[src/rtl/onewire_crc8.sv]
module onewire_crc8 #(
  parameter int          DATA_W = 8,
  parameter logic [7:0]  POLY   = 8'h8C
) (
  input  logic              clk,
  input  logic              rst_n,
  input  logic              clr,
  input  logic              in_valid,
  input  logic [DATA_W-1:0] in_byte,
  output logic              ready,
  output logic [7:0]        crc,
  output logic              crc_zero
);
  localparam int CW = $clog2(DATA_W + 1);

  logic [DATA_W-1:0] sreg;
  logic [CW-1:0]     cnt;
  logic              take;
  logic              fb;

  assign ready    = (cnt == '0);
  assign take     = in_valid && ready && !clr;
  assign fb       = crc[0] ^ sreg[0];
  assign crc_zero = ready && (crc == 8'h00);

  always_ff @(posedge clk or negedge rst_n) begin
    if (!rst_n) begin
      crc  <= 8'h00;
      sreg <= '0;
      cnt  <= '0;
    end else if (clr) begin
      crc  <= 8'h00;
      cnt  <= '0;
    end else if (take) begin
      sreg <= in_byte;
      cnt  <= CW'(DATA_W);
    end else if (!ready) begin
      crc  <= (crc >> 1) ^ (fb ? POLY : 8'h00);
      sreg <= sreg >> 1;
      cnt  <= cnt - 1'b1;
    end
  end

  p_accept_busy_r3: assert property (@(posedge clk) disable iff (!rst_n)
    (in_valid && ready && !clr) |=> !ready);

  p_busy_count_r3: assert property (@(posedge clk) disable iff (!rst_n)
    (!ready && !clr) |=> (cnt == $past(cnt) - 1'b1));

  p_idle_hold_r2: assert property (@(posedge clk) disable iff (!rst_n)
    (ready && !in_valid && !clr) |=> ($stable(crc) && ready));

  p_clear_r7: assert property (@(posedge clk) disable iff (!rst_n)
    clr |=> (crc == 8'h00 && ready && crc_zero));

endmodule

[config.mk]
export PLATFORM = sky130hd
export DESIGN_NAME = onewire_crc8
export DESIGN_NICKNAME = d
export VERILOG_FILES = /design/src/rtl/onewire_crc8.sv
export SDC_FILE = /design/constraint.sdc
export NUM_CORES = 1
export LEC_CHECK = 0
export ABC_AREA = 0
export BUFFER_PORTS_ARGS = -buffer_cell sky130_fd_sc_hd__buf_2
export CAP_MARGIN = 20
export CORE_ASPECT_RATIO = 0.8
export CORE_MARGIN = 1.5
export CORE_UTILIZATION = 46
export DETAILED_ROUTE_END_ITERATION = 16
export PLACE_DENSITY_LB_ADDON = 0.15
export SETUP_SLACK_MARGIN = 0.05
export SLEW_MARGIN = 10
export SYNTH_ARGS = -nofsm -noshare
export SYNTH_HDL_FRONTEND = slang
export SYNTH_SLANG_ARGS = --single-unit
[constraint.sdc]
create_clock -name clk -period 1.69 [get_ports clk]
set_clock_uncertainty 0.2 [all_clocks]
set_input_delay 0.338 -clock clk [delete_from_list [all_inputs] [get_ports clk]]
set_output_delay 0.338 -clock clk [all_outputs]
set_load 0.005 [all_outputs]
==> metrics.txt <==
status complete, but fails checks; failing checks negative setup slack; total CTS buffers 3; Top-Level Pins 22; worst skew pair latency 300 ps; Hold Violations, Final 0; CP Cell Sequence inv_2 > ha_4 > or3b_4 > clkinv_4 > and3_4 > buf_6; antenna viol nets, final 0; Seq. cell area 500 sq um; first-pass GRT wire length 4350 microns; WHS 121 ps; synth warn 0; Placer Congestion 0.789; Die X 53.7 microns; delay-heaviest family, CP simple AND/OR/NAND/NOR gates; via density per instance 5.78; worst vdd ir 1.39 mV; worst r2r src cnt[1]; EDFF count, synth 0; fin worst setup slack -469 ps; MaxCap Viol Count 0; ys flop type dfrtp_1; nets 147; PD cells 2200 nW/um^2; # diodes 0; crit path buf inv count 3; worst-path maximum fanout 4; distinct cell type count after synthesis 29; area delta synth->final 58.5%; crit path launch type flip-flop; RSZ-0062 raised after global routing true; gr ovfl total 0; filler instances 102; total die area 2340 sq um; Mean Syn Cell Area 10.5 sq um; fin area 1500 sq um; Leak 0.000666 uW; CTS Buffer Depth 2; Starting Density 49.5%; Core Box Area 1910 sq um; post-synthesis cell area 946 sq um; critical path startpoint cnt[1]; initial antenna violation count 0; Crit Path Class flip-flop to output pin; DRC errors left 0; DP Cell Count 142; Max Fclk 463 MHz; Crit. End Element output pin; Tot GR Track Use 26.2%; placed inst area 1180 sq um; post-DP HPWL 1570 microns; minimum clock period 2160 ps; number of global-route vias before repair 911; Worst EP required 1150 ps; final setup fails 16; max incr delay on CP 400 ps; FP Rows 14; #FFs+latches synth 20; CTS Root Cell clkbuf_4; CTS tree built; Syn Nets 104; vias post-DR 901; Seq/Total Area, Yosys 52.9%; pre-CTS setup slack -205 ps; clock sinks 20; share of post-route cells with drive strength above 1 59.8%; WL final 2850 microns; cell at the slowest stage of the critical path dfrtp_1; initial DRC count 19; pins over their slew limit 0; Post-Synthesis Cells 90; HP Class input pin to flip-flop; H-tree Lvls 1; Worst EP arrival 1620 ps; DR WL/cell 18.2 microns; hold path startpoint in_byte[7]; Post-Layout Cell Count 156; clock transition at the registers of the reported paths 110 ps; I/O Buffers 21; area occupied by multi-input gates 571 sq um; largest net degree at the start of global routing 21; worst-margin pin slew 460 ps; fin crit share 128%; Die Y 43.6 microns; async set-reset flop share out of synthesis 100%; worst relative slew slack 69.3%; first-pass iteration count of the detailed router 4
[cells by family (layout without fill, tap and decap cells)]
family,Yosys count,after routing,share of synthesized area (%)
AO/OA/AOI/OAI,28,29,21.0
buffers and inverters,12,53,6.35
flip-flops,20,20,52.9
AND/OR/NAND/NOR,23,23,12.4
adder cells (fa/ha/maj),2,2,2.65
XOR/XNOR,5,5,4.63
[metrics by stage]
step	setup TNS (ps)	total power [uW]	util, %
2_1_floorplan	-172	1630	-
3_3_place_gp	-1330	2140	62.1
3_5_place_dp	-1640	2180	62.1
4_1_cts	-2080	2960	72.9
5_1_grt	-4690	3450	78.5
6_report	-3650	3290	78.5
[power by group]
| part | internal [uW] | switching (uW) |
|---|---|---|
| Combinational | 1130 | 917 |
| Clock | 240 | 148 |
| Sequential | 667 | 191 |
[tightest hold or removal path, stage by stage]
cell and delay (ps):
buf_2 100, inv_1 60, o32ai_2 80
[layout make-up]
cell class	instances	area share, %
Tap cell	24	2.00
Multi-Input combinational cell	59	38.1
Sequential cell	20	33.4
Timing Repair Buffer	42	21.0
Clock inverter	1	2.00
Clock buffer	3	1.50
Inverter	7	2.09
[per-layer routing]
| metal | GRT usage, % | routed length [microns] | vias to the layer above |
|---|---|---|---|
| li1 | - | - | 412 |
| met4 | 6.67 | 62 | 0 |
| met2 | 42.0 | 1410 | 26 |
| met1 | 35.5 | 1270 | 455 |
| met3 | 6.90 | 96 | 8 |
| met5 | 0 | 0 | - |
[Yosys cell counts, drive strengths merged (2+ instances only)]
master   count  area (sq um)
a211oi       2          20.0
a21oi        8          47.6
a2bb2oi      7          61.3
buf          4          28.8
clkinv       2          8.75
dfrtp       20           500
ha           2          25.0
inv          5          18.8
nand2       11          41.3
nand3        3          15.0
nor3         2          10.0
nor4         2          12.5
o21ai        2          10.0
o22ai        7          43.8
xnor2        3          26.3
xor2         2          17.5
[timing repair]
action                                  in CTS  in global routing
setup buffers                                5                  5
pin swaps                                    8                  9
gates resized for setup                     22                 17
endpoints found under the hold margin       20                  0
hold buffers                                 1                  0
endpoints found under the setup margin      18                 22
gates cloned                                 1                  0
[registers in the layout (all words and copies together) (netlist names)]
register	flops
sreg	8
cnt	4
crc	8
[path summary, 6_finish.rpt]
kind                            cells after the start        to  slack (ps)
worst max-delay path                                6  crc_zero        -470
worst min-delay path                                3   sreg[7]         120
worst max register to register                      9    cnt[0]        -250
worst min register to register                      1   sreg[2]         360
max in group asynchronous                           2    crc[5]         660
min in group asynchronous                           2   sreg[6]         300
[layout by cell type, fill, tap and decap left out, types with 2 or more instances in the layout]
cell type / Yosys / routed
a211oi_2: 1 / 2
a21oi_2: 2 / 7
a2bb2oi_1: 7 / 3
a2bb2oi_2: 0 / 4
buf_12: 0 / 2
buf_2: 2 / 19
buf_4: 1 / 16
buf_6: 1 / 3
clkbuf_4: 0 / 3
dfrtp_1: 20 / 20
inv_1: 5 / 3
inv_2: 0 / 2
nand2_1: 11 / 10
nand3_2: 0 / 3
nor4_1: 2 / 2
o22ai_2: 0 / 3
o22ai_4: 0 / 3
xnor2_1: 3 / 3
xor2_1: 2 / 2
Power figures use the tool's default switching activity.
